## src/rtl/wdt_pkg.sv

```systemverilog
package wdt_pkg;

    // Status flag machine: encodes {time-out, power-down}
    typedef enum logic [1:0] {
        ST_BARKED_NAP = 2'b00,
        ST_BARKED     = 2'b01,
        ST_NAPPING    = 2'b10,
        ST_AWAKE      = 2'b11
    } wdt_state_e;

endpackage

```

## src/rtl/wdt_prescaler.sv

```systemverilog
module wdt_prescaler #(
    parameter int SEL_W = 3
) (
    input  logic             clk,
    input  logic             rst_n,
    input  logic             run_en,
    input  logic             assigned,
    input  logic [SEL_W-1:0] ratio_sel,
    input  logic             restart,
    output logic             tick_o
);
    localparam int PS_W = 1 << SEL_W;

    logic [PS_W-1:0] ps_q;
    logic [PS_W-1:0] mask;
    logic            wrap;

    // mask has ratio_sel+1 low ones: divide by 2^(sel+1)
    for (genvar g = 0; g < PS_W; g++) begin : g_mask
        assign mask[g] = (ratio_sel >= SEL_W'(g));
    end

    assign wrap   = ((ps_q & mask) == mask);
    assign tick_o = run_en & (assigned ? wrap : 1'b1);

    always_ff @(posedge clk or negedge rst_n) begin
        if (!rst_n) begin
            ps_q <= '0;
        end else if (restart) begin
            ps_q <= '0;
        end else if (run_en && assigned) begin
            ps_q <= wrap ? '0 : ps_q + 1'b1;
        end
    end
endmodule

```

## src/rtl/wdt_counter.sv

```systemverilog
module wdt_counter #(
    parameter int CNT_W = 8
) (
    input  logic clk,
    input  logic rst_n,
    input  logic tick,
    input  logic restart,
    output logic ovf_o,
    output logic bark_o
);
    localparam logic [CNT_W-1:0] TOP = '1;

    logic [CNT_W-1:0] cnt_q;
    logic             bark_q;

    // a restart on the roll-over edge wins over the time-out
    assign ovf_o = tick & (cnt_q == TOP) & ~restart;

    always_ff @(posedge clk or negedge rst_n) begin
        if (!rst_n) begin
            cnt_q <= '0;
        end else if (restart) begin
            cnt_q <= '0;
        end else if (tick) begin
            cnt_q <= cnt_q + 1'b1;
        end
    end

    always_ff @(posedge clk or negedge rst_n) begin
        if (!rst_n) bark_q <= 1'b0;
        else        bark_q <= ovf_o;
    end

    assign bark_o = bark_q;
endmodule

```

## src/rtl/wdt_status_fsm.sv

```systemverilog
module wdt_status_fsm
    import wdt_pkg::*;
(
    input  logic clk,
    input  logic rst_n,
    input  logic service,
    input  logic doze,
    input  logic bite,
    output logic to_o,
    output logic pd_o
);
    wdt_state_e state_q, state_d;

    // next state: T_SERVICE > T_DOZE > T_BITE_* > T_HOLD
    always_comb begin
        state_d = state_q;
        if (service) begin
            state_d = ST_AWAKE;
        end else if (doze) begin
            state_d = ST_NAPPING;
        end else if (bite) begin
            unique case (state_q)
                ST_AWAKE:      state_d = ST_BARKED;
                ST_NAPPING:    state_d = ST_BARKED_NAP;
                ST_BARKED:     state_d = ST_BARKED;
                ST_BARKED_NAP: state_d = ST_BARKED_NAP;
                default:       state_d = ST_AWAKE;
            endcase
        end
    end

    always_ff @(posedge clk or negedge rst_n) begin
        if (!rst_n) state_q <= ST_AWAKE;
        else        state_q <= state_d;
    end

    always_comb begin
        unique case (state_q)
            ST_AWAKE:      begin to_o = 1'b1; pd_o = 1'b1; end
            ST_NAPPING:    begin to_o = 1'b1; pd_o = 1'b0; end
            ST_BARKED:     begin to_o = 1'b0; pd_o = 1'b1; end
            ST_BARKED_NAP: begin to_o = 1'b0; pd_o = 1'b0; end
            default:       begin to_o = 1'b1; pd_o = 1'b1; end
        endcase
    end
endmodule

```

## src/rtl/wdt_timer.sv

```systemverilog
module wdt_timer #(
    parameter int CNT_W = 8,
    parameter int SEL_W = 3
) (
    input  logic             clk,
    input  logic             rst_n,
    input  logic             run_en,
    input  logic             pre_to_wdt,
    input  logic [SEL_W-1:0] ratio_sel,
    input  logic             clr_wdt,
    input  logic             sleep_req,
    output logic             wdt_bark,
    output logic             to_flag,
    output logic             pd_flag
);
    logic restart;
    logic tick;
    logic ovf;

    assign restart = clr_wdt | sleep_req;

    wdt_prescaler #(.SEL_W(SEL_W)) u_pre (
        .clk       (clk),
        .rst_n     (rst_n),
        .run_en    (run_en),
        .assigned  (pre_to_wdt),
        .ratio_sel (ratio_sel),
        .restart   (restart),
        .tick_o    (tick)
    );

    wdt_counter #(.CNT_W(CNT_W)) u_cnt (
        .clk     (clk),
        .rst_n   (rst_n),
        .tick    (tick),
        .restart (restart),
        .ovf_o   (ovf),
        .bark_o  (wdt_bark)
    );

    wdt_status_fsm u_fsm (
        .clk     (clk),
        .rst_n   (rst_n),
        .service (clr_wdt),
        .doze    (sleep_req),
        .bite    (ovf),
        .to_o    (to_flag),
        .pd_o    (pd_flag)
    );
endmodule

```

## config.mk

```make
export PLATFORM = sky130hd
export DESIGN_NAME = wdt_timer
export DESIGN_NICKNAME = d
export VERILOG_FILES = /design/src/rtl/wdt_pkg.sv /design/src/rtl/wdt_prescaler.sv /design/src/rtl/wdt_counter.sv /design/src/rtl/wdt_status_fsm.sv /design/src/rtl/wdt_timer.sv
export SDC_FILE = /design/constraint.sdc
export NUM_CORES = 1
export LEC_CHECK = 0
export ABC_AREA = 1
export ABC_CLOCK_PERIOD_IN_PS = 1850
export BUFFER_PORTS_ARGS = -buffer_cell sky130_fd_sc_hd__clkbuf_2
export CAP_MARGIN = 20
export CORE_MARGIN = 1.5
export CORE_UTILIZATION = 45
export CTS_BUF_LIST = sky130_fd_sc_hd__clkbuf_8
export DETAILED_ROUTE_END_ITERATION = 10
export GPL_TIMING_DRIVEN = 0
export SLEW_MARGIN = 20
export SYNTH_ARGS = -nofsm -noshare
export SYNTH_HDL_FRONTEND = slang
export SYNTH_SLANG_ARGS = --single-unit
export TNS_END_PERCENT = 10
```

## constraint.sdc

```tcl
create_clock -name clk -period 1.85 [get_ports clk]
set_input_delay 0.0925 -clock clk [delete_from_list [all_inputs] [get_ports clk]]
set_output_delay 0.0925 -clock clk [all_outputs]
set_load 0.005 [all_outputs]
```

==> summary.txt, run 1 <==
Synthesis
  • Predominant post-synthesis flop cell: dfrtp_1
  • Synthesized Nets: 166
  • Area contributors post-synth: dfrtp_1 33%, nand2_1 11%, inv_1 7.6%, nand3_2 6.2%, nand4_1 5.8%
  • Most area-hungry cell type in the Yosys netlist: dfrtp_1
  • Synthesized area per cell: 8.31 um2
  • Post-synth top area share: 33.0%
  • #FFs+latches synth: 19
  • Mapped cell area: 1290 um2
  • Gate count after technology mapping: 155
  • Ys async rst share: 100%
  • YS warnings: 0
  • Most numerous cell in the Yosys netlist: nand2_1
  • Post-synth EDFFs: 0
  • Most common library cells after synthesis: 37 x nand2_1, 26 x inv_1, 17 x dfrtp_1, 12 x nand4_1
  • Sequential area share after synthesis: 37.1%
  • Post-synth cell types: 28

Hold path
  • HP Class: primary input to register

Floorplan
  • Die Span Y: 56.5 um
  • Initial Util: 47.1%
  • Die span in x: 56.5 um
  • Die area: 3190 um2
  • Core footprint: approximately 2700 um2
  • Std-Cell Rows: 19
  • Ports: 12

STA
  • Setup TNS: 0 ns
  • Setup Skew: 0.00578 ns
  • Period utilization: 72.0%
  • Worst slew margin: between 60% and 70%
  • Tmin final: 1.33 ns
  • RSZ-0062 raised after global routing: no
  • Final hold vios: 0
  • Slew @ Worst Pin: 0.493 ns
  • Hold slack: ~0.027 ns
  • Final setup violation count: 0
  • Final Max Tran Viols: 0
  • Fmax: 751 MHz

Run
  • Max-cap violations: 0

Clock network
  • Clock root cell: clkbuf_8
  • H-tree depth: 1
  • Max clock buf depth: 2
  • Later-pin clock latency in the skew report: 0.25 ns
  • CTS tree: done
  • Clk pin slew, worst setup/hold paths: 0.07 ns
  • Clock Sinks: 19
  • Num CTS Buffers: 3

Pwr
  • PD cells: approximately 560 nW/um2
  • Clock share of power: a little over a third
  • Seq pwr share: 52.9%
  • Leakage power: 0.000766 uW
  • Net Sw Power: 200 uW
  • Sw frac: 25.0%
  • Int Power: 602 uW
  • Comb power frac: 12.0%
  • Worst vdd ir: between 600 and 700 uV

Status
  • Status: finished clean

Global route
  • Vias in the first global route: 983
  • Pin count of the biggest net entering global routing: 20
  • Grt total ovfl: 0
  • First-pass GRT wire length: 4320 um
  • Tot GR Track Use: 16.9%
  • Initial antenna violation count: 0

Critical path
  • Critical-path cell list: nand2_1 -> inv_1 -> nand2_1 -> nand2_1 -> nand2_1 -> nand2_2 -> nand2_4 -> nand2_4 -> nor2_2 -> nand2_1 -> o21ai_1
  • Crit end category: register
  • Max stage delay on crit path: roughly 0.41 ns
  • Worst path most repeated cell: nand2_1
  • Critical path type: register to register
  • CP startpoint kind: register
  • Critical path peak fanout: 6
  • CP required: 2.02 ns
  • Worst path slowest cell: dfrtp_1
  • WP data arrival: 1.51 ns

Cells and area
  • Fin nets: 183
  • Final Cell Area: 1440 um2
  • N_diodes: 0
  • Syn-to-layout area delta: 11.6%
  • Fillers: ~270
  • Layout cells sized above 1: 27.5%
  • Fin util: 52.5%

Placement
  • Final Wtd Congestion: 0.774
  • Placed cell area: 1380 um2
  • Final HPWL from detailed placement: between 1500 and 2000 um
  • Input/output buffers: 11

Route
  • Final ANT Viol Nets: 0
  • DRT Pass-1 Iters: 4
  • Drt wl/cell: 11.5 um
  • Vias: 1,010
  • Initial DRC Count: 39
  • Total Wirelength: roughly 2300 um
  • Post-route DRC: 0
  • Via density per instance: around 5.0
critical path, delay by kind of cell (launching register included):
family,cells,cell delay [ns]
buffers and inverters,1,0.04
and+or+nand+nor,9,0.72
DFF,1,0.41
AOI/OAI and AO/OA,1,0.08
cell type report:
type / count / area, um2 / share of cell area (%)
well taps: 31 / 38.8 / 2.70
clock buffers: 3 / 41.3 / 2.87
clock inverters: 1 / 3.75 / 0.261
flip-flops and latches: 19 / 478 / 33.3
multi-input cells: 101 / 649 / 45.2
plain buffers: 7 / 55.1 / 3.83
inverters: 28 / 105 / 7.32
repair buffers: 12 / 65.1 / 4.53
flip-flops by register name, indices dropped and copies added, names as in the netlist:
name           flops
u_cnt.cnt_q        8
u_cnt.bark_o       1
u_fsm.state_q      2
u_pre.ps_q         8
stage by stage:
stage                     total power [uW]  cells  setup WS, ns
after CTS                              819    202         0.505
final                                  802    202         0.518
after global routing                   843    202         0.387
after floorplan                        492    155         0.694
after detailed placement               528    197         0.526
after global placement                 527    197         0.525
power by group through the flow:
| stage | clock (uW) | combinational [uW] | sequential, uW |
|---|---|---|---|
| 6_report | 281 | 96.5 | 425 |
| 5_1_grt | 309 | 109 | 425 |
| 4_1_cts | 296 | 98.1 | 424 |
| 3_5_place_dp | 0 | 96.1 | 432 |
| 3_3_place_gp | 0 | 94.4 | 432 |
| 2_1_floorplan | 0 | 61.0 | 431 |
kinds of logic (layout without fill, tap and decap cells):
family                   after synthesis  after routing  synth area share [%]
AND/OR/NAND/NOR                       81             81                  38.1
buffers and inverters                 35             51                  12.4
flip-flops                            19             19                  37.1
AO/OA/AOI/OAI                         10             10                  4.96
XOR/XNOR                               8              8                  5.44
adder cells (fa/ha/maj)                2              2                  1.94
final timing paths:
| kind | endpoint | depth (start not counted) | slack [ns] | startpoint |
|---|---|---|---|---|
| worst max-delay path | u_pre.ps_q[6]$_DFFE_PN0P_ | 11 | 0.52 | u_pre.ps_q[5]$_DFFE_PN0P_ |
| worst min-delay path | u_fsm.state_q[0]$_DFFE_PN1P_ | 2 | 0.03 | sleep_req |
| worst max register to register | u_pre.ps_q[6]$_DFFE_PN0P_ | 11 | 0.52 | u_pre.ps_q[5]$_DFFE_PN0P_ |
| worst min register to register | u_fsm.state_q[0]$_DFFE_PN1P_ | 2 | 0.46 | u_fsm.state_q[0]$_DFFE_PN1P_ |
| max in group asynchronous | u_fsm.state_q[1]$_DFFE_PN1P_ | 2 | 1.16 | rst_n |
| min in group asynchronous | u_cnt.cnt_q[4]$_DFFE_PN0P_ | 2 | 0.33 | rst_n |
cell usage in the layout, fill, tap and decap left out, drive strengths merged:
cell type	count
xor2	8
clkinv	1
inv	28
clkbuf	16
o21ai	4
o21bai	1
buf	5
dlygate4sd3	1
nand3	15
dfrtp	17
ha	2
a21oi	5
nor3	1
dfstp	2
nand2	45
nand4	13
nor2	7
per-layer routing:
layer	part of all wire [%]	global-route usage [%]
met5	0	0
met4	0.43	3.74
met1	50	22.3
met2	45	27.2
met3	4.2	5.07
timing repair:
action	4_1_cts	5_1_grt
setup buffers	0	0
hold endpoints to repair	17	0
setup endpoints to repair	0	0
hold buffers	1	0
resized for setup	0	0
Power figures use the tool's default switching activity.
==> inputs of run 2 (changes only) <==
ABC_CLOCK_PERIOD_IN_PS = 1300   (was 1850)
clock period = 1.3 ns   (was 1.85 ns; I/O delays follow)
==> summary.txt, run 2 (synthesized netlist as in run 1, its figures left out) <==
Status
  • Status: finished clean

Floorplan
  • Core footprint: 2730 um2 (unchanged)
  • Ports: 12 (unchanged)
  • Die area: 3190 um2 (unchanged)
  • Die span in x: 56.5 um (unchanged)
  • Initial Util: 47.1% (unchanged)
  • Std-Cell Rows: 19 (unchanged)
  • Die Span Y: 56.5 um (unchanged)

Critical path
  • Critical path depth: 11 (unchanged)
  • R2R cell count: 11 (unchanged)
  • CP startpoint kind: register
  • CP delay by family, top: simple AND/OR/NAND/NOR gates
  • Critical-path cell list: nand2_1 -> inv_1 -> nand2_1 -> nand2_1 -> nand2_1 -> nand2_2 -> nand2_4 -> nand2_8 -> nor2_4 -> nand2_1 -> o21ai_1
  • Worst path most repeated cell: nand2_1
  • Max stage delay on crit path: 0.41 ns (about the same)
  • Worst Path Buf+Inv: 1 (unchanged)
  • WP data arrival: 1.47 ns (-0.04 ns)
  • Critical path type: register to register
  • Critical path peak fanout: 6 (unchanged)
  • Worst path slowest cell: dfrtp_1
  • CP required: 1.47 ns (-0.55 ns)
  • Crit end category: register
  • Reg2reg setup slack: 0.003 ns (-0.52 ns)

STA
  • Fmax: 771 MHz (+2.7%)
  • Worst slew margin: 68.0% (+0.88 points)
  • Final setup violation count: 0 (unchanged)
  • Final worst slack: 0.00266 ns (-0.515 ns)
  • Slew @ Worst Pin: 0.480 ns (-0.0131 ns)
  • Final hold vios: 0 (unchanged)
  • Tmin final: 1.30 ns (-0.0348 ns)
  • Setup Skew: 0.00506 ns (-0.000715 ns)
  • Final Max Tran Viols: 0 (unchanged)
  • RSZ-0062 raised after global routing: yes
  • Period utilization: 99.8% (+28 points)

Global route
  • First-pass GRT wire length: 4360 um (+0.95%)
  • Initial antenna violation count: 0 (unchanged)
  • Pin count of the biggest net entering global routing: 20 (unchanged)
  • GR Util met1: 22.5% (+0.15 points)
  • GRT busiest layer: met2
  • Vias in the first global route: 999 (+1.6%)
  • Met3 Usage GRT: 5.30% (+0.23 points)
  • Grt total ovfl: 0 (unchanged)
  • Tot GR Track Use: 17.0% (+0.14 points)
  • Grt met2 use: 27.1% (-0.17 points)

Cells and area
  • Reg area: 478 um2 (unchanged)
  • Fillers: 261 (-3.0%)
  • Fin util: 54.7% (+2.2 points)
  • Fin nets: 188 (+2.7%)
  • N_diodes: 0 (unchanged)
  • Layout cells sized above 1: 30.1% (+2.6 points)
  • Most common cell after layout, fill and taps aside: nand2_1
  • Most frequent cells in the layout: 37 x nand2_1, 27 x inv_1, 17 x dfrtp_1, 12 x nand4_1, 11 x clkbuf_2
  • Footprint of the multi-input gates: 668 um2 (+2.9%)
  • Largest registers: u_cnt.cnt_q x8, u_pre.ps_q x8, u_fsm.state_q x2
  • Syn-to-layout area delta: 16.1%

Route
  • Vias: 1,043 (+3.3%)
  • Drt wl/cell: 11.7 um (+1.2%)
  • Total Wirelength: 2420 um (+3.7%)
  • Final ANT Viol Nets: 0 (unchanged)
  • DRT Pass-1 Iters: 2 (-2)
  • Post-route DRC: 0 (unchanged)
  • Via density per instance: 5.04 (+0.77%)
  • Initial DRC Count: 33 (-15%)

Pwr
  • Leakage power: 0.000788 uW (+2.9%)
  • Power Total: 1160 uW (+44%)
  • Worst vdd ir: 909 uV (+44%)
  • PD cells: 773 nW/um2 (+38%)

Clock network
  • Num CTS Buffers: 3 (unchanged)
  • CTS tree: done
  • Max clock buf depth: 2 (unchanged)
  • Clock Sinks: 19 (unchanged)
  • Clock root cell: clkbuf_8
  • Later-pin clock latency in the skew report: 0.25 ns (about the same)
  • H-tree depth: 1 (unchanged)
  • Clk pin slew, worst setup/hold paths: 0.07 ns (about the same)

Placement
  • Final Wtd Congestion: 0.774 (unchanged)
  • Input/output buffers: 11 (unchanged)
  • Final HPWL from detailed placement: 1770 um (unchanged)
  • Post-place setup slack: -0.0236 ns (-0.550 ns)

Run
  • Max-cap violations: 0 (unchanged)

Hold path
  • Hold path cells: 2 (unchanged)
  • HP Class: primary input to register
==> run 2: metrics by stage <==
step	TNS, ns	cell area (um2)	hold WS (ns)	std cells
3_5_place_dp	-0.0350	1380	0.0550	197
3_3_place_gp	-0.0312	1380	0.0536	197
6_report	0	1500	0.0613	207
5_1_grt	-0.992	1500	0.0747	207
4_1_cts	-0.00145	1480	0.0618	205
2_1_floorplan	0	1290	-0.231	155
==> run 2: path summary, 6_finish.rpt <==
path | startpoint | end
max | u_pre.ps_q[5]$_DFFE_PN0P_ | u_pre.ps_q[6]$_DFFE_PN0P_
max in group asynchronous | rst_n | u_fsm.state_q[1]$_DFFE_PN1P_
max reg2reg | u_pre.ps_q[5]$_DFFE_PN0P_ | u_pre.ps_q[6]$_DFFE_PN0P_
min reg2reg | u_fsm.state_q[0]$_DFFE_PN1P_ | u_fsm.state_q[0]$_DFFE_PN1P_
min in group asynchronous | rst_n | u_cnt.cnt_q[4]$_DFFE_PN0P_
min | clr_wdt | u_fsm.state_q[0]$_DFFE_PN1P_
==> run 2: what timing repair did <==
action	in CTS	in global routing
endpoints found under the setup margin	2	15
hold buffers	2	0
resized for setup	2	2
buffers inserted	2	2
endpoints found under the hold margin	18	0
pin swaps	0	1
==> run 2: final cells by class <==
type / instances / share of cell area, %
clock inverters: 1 / 0.251
inverters: 28 / 7.03
repair buffers: 17 / 7.03
clock buffers: 3 / 2.76
multi-input cells: 101 / 44.7
plain buffers: 7 / 3.68
well taps: 31 / 2.59
flip-flops and latches: 19 / 32.0
==> run 2: report_power, final <==
group	internal, uW	total, uW	switching (uW)
clock	210	404	194
sequential	599	604	5.32
combinational	53.9	148	93.7
total	863	1160	293
==> run 2: per-layer routing <==
layer | wire, um | vias to the layer above
met2 | 1110 | 13
met5 | 0 | -
met1 | 1220 | 495
met4 | 10 | 0
met3 | 75 | 2
li1 | - | 533
==> inputs of run 3 (changes only) <==
ABC_CLOCK_PERIOD_IN_PS = 1600   (was 1300)
HOLD_SLACK_MARGIN = 0.02   (was not set)
clock period = 1.6 ns   (was 1.3 ns; I/O delays follow)
==> summary.txt, run 3 (synthesized netlist as in run 1, its figures left out) <==
Clock network
  • Post-CTS Setup Bufs: 0 (-2)
  • Num CTS Buffers: 3 (unchanged)
  • Clock Sinks: 19 (unchanged)
  • Later-pin clock latency in the skew report: 0.26 ns (about the same)
  • CTS tree: done
  • H-tree depth: 1 (unchanged)
  • Clk pin slew, worst setup/hold paths: 0.07 ns (about the same)
  • Max clock buf depth: 2 (unchanged)
  • Clock root cell: clkbuf_8

Placement
  • Post-place setup slack: 0.276 ns (+0.300 ns)
  • Input/output buffers: 11 (unchanged)
  • Final HPWL from detailed placement: 1770 um (unchanged)
  • Final Wtd Congestion: 0.774 (unchanged)

Status
  • Status: finished clean

Route
  • Post-route DRC: 0 (unchanged)
  • Drt wl/cell: 11.5 um (-1.4%)
  • Total Wirelength: 2340 um (-3.3%)
  • Initial DRC Count: 30 (-9.1%)
  • Final ANT Viol Nets: 0 (unchanged)
  • DRT Pass-1 Iters: 4 (+2)
  • Vias: 1,008 (-3.4%)
  • Via density per instance: 4.97 (-1.5%)

Pwr
  • PD cells: 643 nW/um2 (-17%)
  • Worst vdd ir: 729 uV (-20%)
  • Leakage power: 0.000770 uW (-2.3%)

Cells and area
  • Fin nets: 184 (-2.1%)
  • Fin util: 52.9% (-1.8 points)
  • Syn-to-layout area delta: 12.3%
  • Largest registers: u_cnt.cnt_q x8, u_pre.ps_q x8, u_fsm.state_q x2
  • N_diodes: 0 (unchanged)
  • Most common cell after layout, fill and taps aside: nand2_1
  • Layout cells sized above 1: 27.3% (-2.8 points)
  • Most frequent cells in the layout: 37 x nand2_1, 27 x inv_1, 17 x dfrtp_1, 12 x nand4_1, 11 x clkbuf_2

Critical path
  • Critical path type: register to register
  • Max stage delay on crit path: 0.41 ns (about the same)
  • Critical path peak fanout: 6 (unchanged)
  • CP startpoint kind: register
  • Critical-path cell list: nand2_1 -> inv_1 -> nand2_1 -> nand2_1 -> nand2_1 -> nand2_2 -> nand2_4 -> nand2_4 -> nor2_2 -> nand2_1 -> o21ai_1
  • CP delay by family, top: simple AND/OR/NAND/NOR gates
  • Worst path most repeated cell: nand2_1
  • WP data arrival: 1.51 ns (+0.04 ns)
  • Worst Path Buf+Inv: 1 (unchanged)
  • Crit end category: register
  • CP required: 1.77 ns (+0.30 ns)
  • Worst path slowest cell: dfrtp_1

STA
  • Setup TNS: 0 ns (unchanged)
  • RSZ-0062 raised after global routing: no
  • Fmax: 749 MHz (-2.8%)
  • Final hold vios: 0 (unchanged)
  • Final setup violation count: 0 (unchanged)
  • Worst slew margin: 67.2% (-0.80 points)
  • Final worst slack: 0.266 ns (+0.263 ns)
  • Setup Skew: 0.00555 ns (+0.000493 ns)
  • Slew @ Worst Pin: 0.492 ns (+0.0120 ns)
  • Final Max Tran Viols: 0 (unchanged)
  • Period utilization: 83.4% (-16 points)
  • Tmin final: 1.33 ns (+0.0370 ns)

Global route
  • First-pass GRT wire length: 4350 um (-0.30%)
  • Initial antenna violation count: 0 (unchanged)
  • Pin count of the biggest net entering global routing: 20 (unchanged)
  • Vias in the first global route: 995 (-0.40%)
  • Grt total ovfl: 0 (unchanged)
  • Tot GR Track Use: 17.0% (-0.048 points)

Floorplan
  • Die area: 3190 um2 (unchanged)
  • Std-Cell Rows: 19 (unchanged)
  • Initial Util: 47.1% (unchanged)
  • Ports: 12 (unchanged)
  • Die Span Y: 56.5 um (unchanged)
  • Core footprint: 2730 um2 (unchanged)
  • Die span in x: 56.5 um (unchanged)

Hold path
  • HP Class: primary input to register

Run
  • Max-cap violations: 0 (unchanged)
-- run 3: final cells by class --
type | count | area, um2
plain buffers | 7 | 55.1
clock buffers | 3 | 41.3
clock inverters | 1 | 3.75
fillers | 268 | 1290
inverters | 28 | 105
multi-input cells | 101 | 649
flip-flops and latches | 19 | 478
well taps | 31 | 38.8
repair buffers | 13 | 75.1
-- run 3: routing by layer --
layer / GRT usage (%) / wire length (um) / vias to the layer above
li1: - / - / 523
met4: 3.74 / 10 / 0
met2: 27.6 / 1030 / 11
met5: 0 / 0 / -
met1: 22.3 / 1220 / 472
met3: 5.07 / 80 / 2
-- run 3: path summary, 6_finish.rpt --
check,startpoint,end,slack [ns],depth (start not counted)
min,clr_wdt,u_fsm.state_q[0]$_DFFE_PN1P_,0.08,2
max,u_pre.ps_q[5]$_DFFE_PN0P_,u_pre.ps_q[6]$_DFFE_PN0P_,0.27,11
max in group asynchronous,rst_n,u_fsm.state_q[1]$_DFFE_PN1P_,0.92,2
min in group asynchronous,rst_n,u_cnt.cnt_q[4]$_DFFE_PN0P_,0.32,2
min reg2reg,u_fsm.state_q[0]$_DFFE_PN1P_,u_fsm.state_q[0]$_DFFE_PN1P_,0.46,2
max reg2reg,u_pre.ps_q[5]$_DFFE_PN0P_,u_pre.ps_q[6]$_DFFE_PN0P_,0.27,11
-- run 3: what timing repair did --
| item | in CTS | in global routing |
|---|---|---|
| gates resized for setup | 0 | 0 |
| hold buffers | 2 | 0 |
| endpoints found under the hold margin | 18 | 0 |
-- run 3: metrics by stage --
| step | hold WS [ns] | total power [uW] | cells | cell area [um2] |
|---|---|---|---|---|
| after floorplan | -0.216 | 569 | 155 | 1290 |
| after CTS | 0.0768 | 948 | 203 | 1450 |
| after detailed placement | 0.0700 | 611 | 197 | 1380 |
| final | 0.0766 | 930 | 203 | 1450 |
| after global routing | 0.0904 | 977 | 203 | 1450 |
| after global placement | 0.0686 | 609 | 197 | 1380 |
-- run 3: worst reg2reg max path: cells and delay by family, from the launching register on --
family / cells / cell delay [ns]
and+or+nand+nor: 9 / 0.72
AOI/OAI and AO/OA: 1 / 0.08
buffers and inverters: 1 / 0.04
DFF: 1 / 0.41
-- run 3: where the power goes --
| group | internal, uW | switching (uW) |
|---|---|---|
| clock network | 171 | 155 |
| registers | 487 | 4.15 |
| logic | 40.0 | 73.5 |
| total | 697 | 232 |
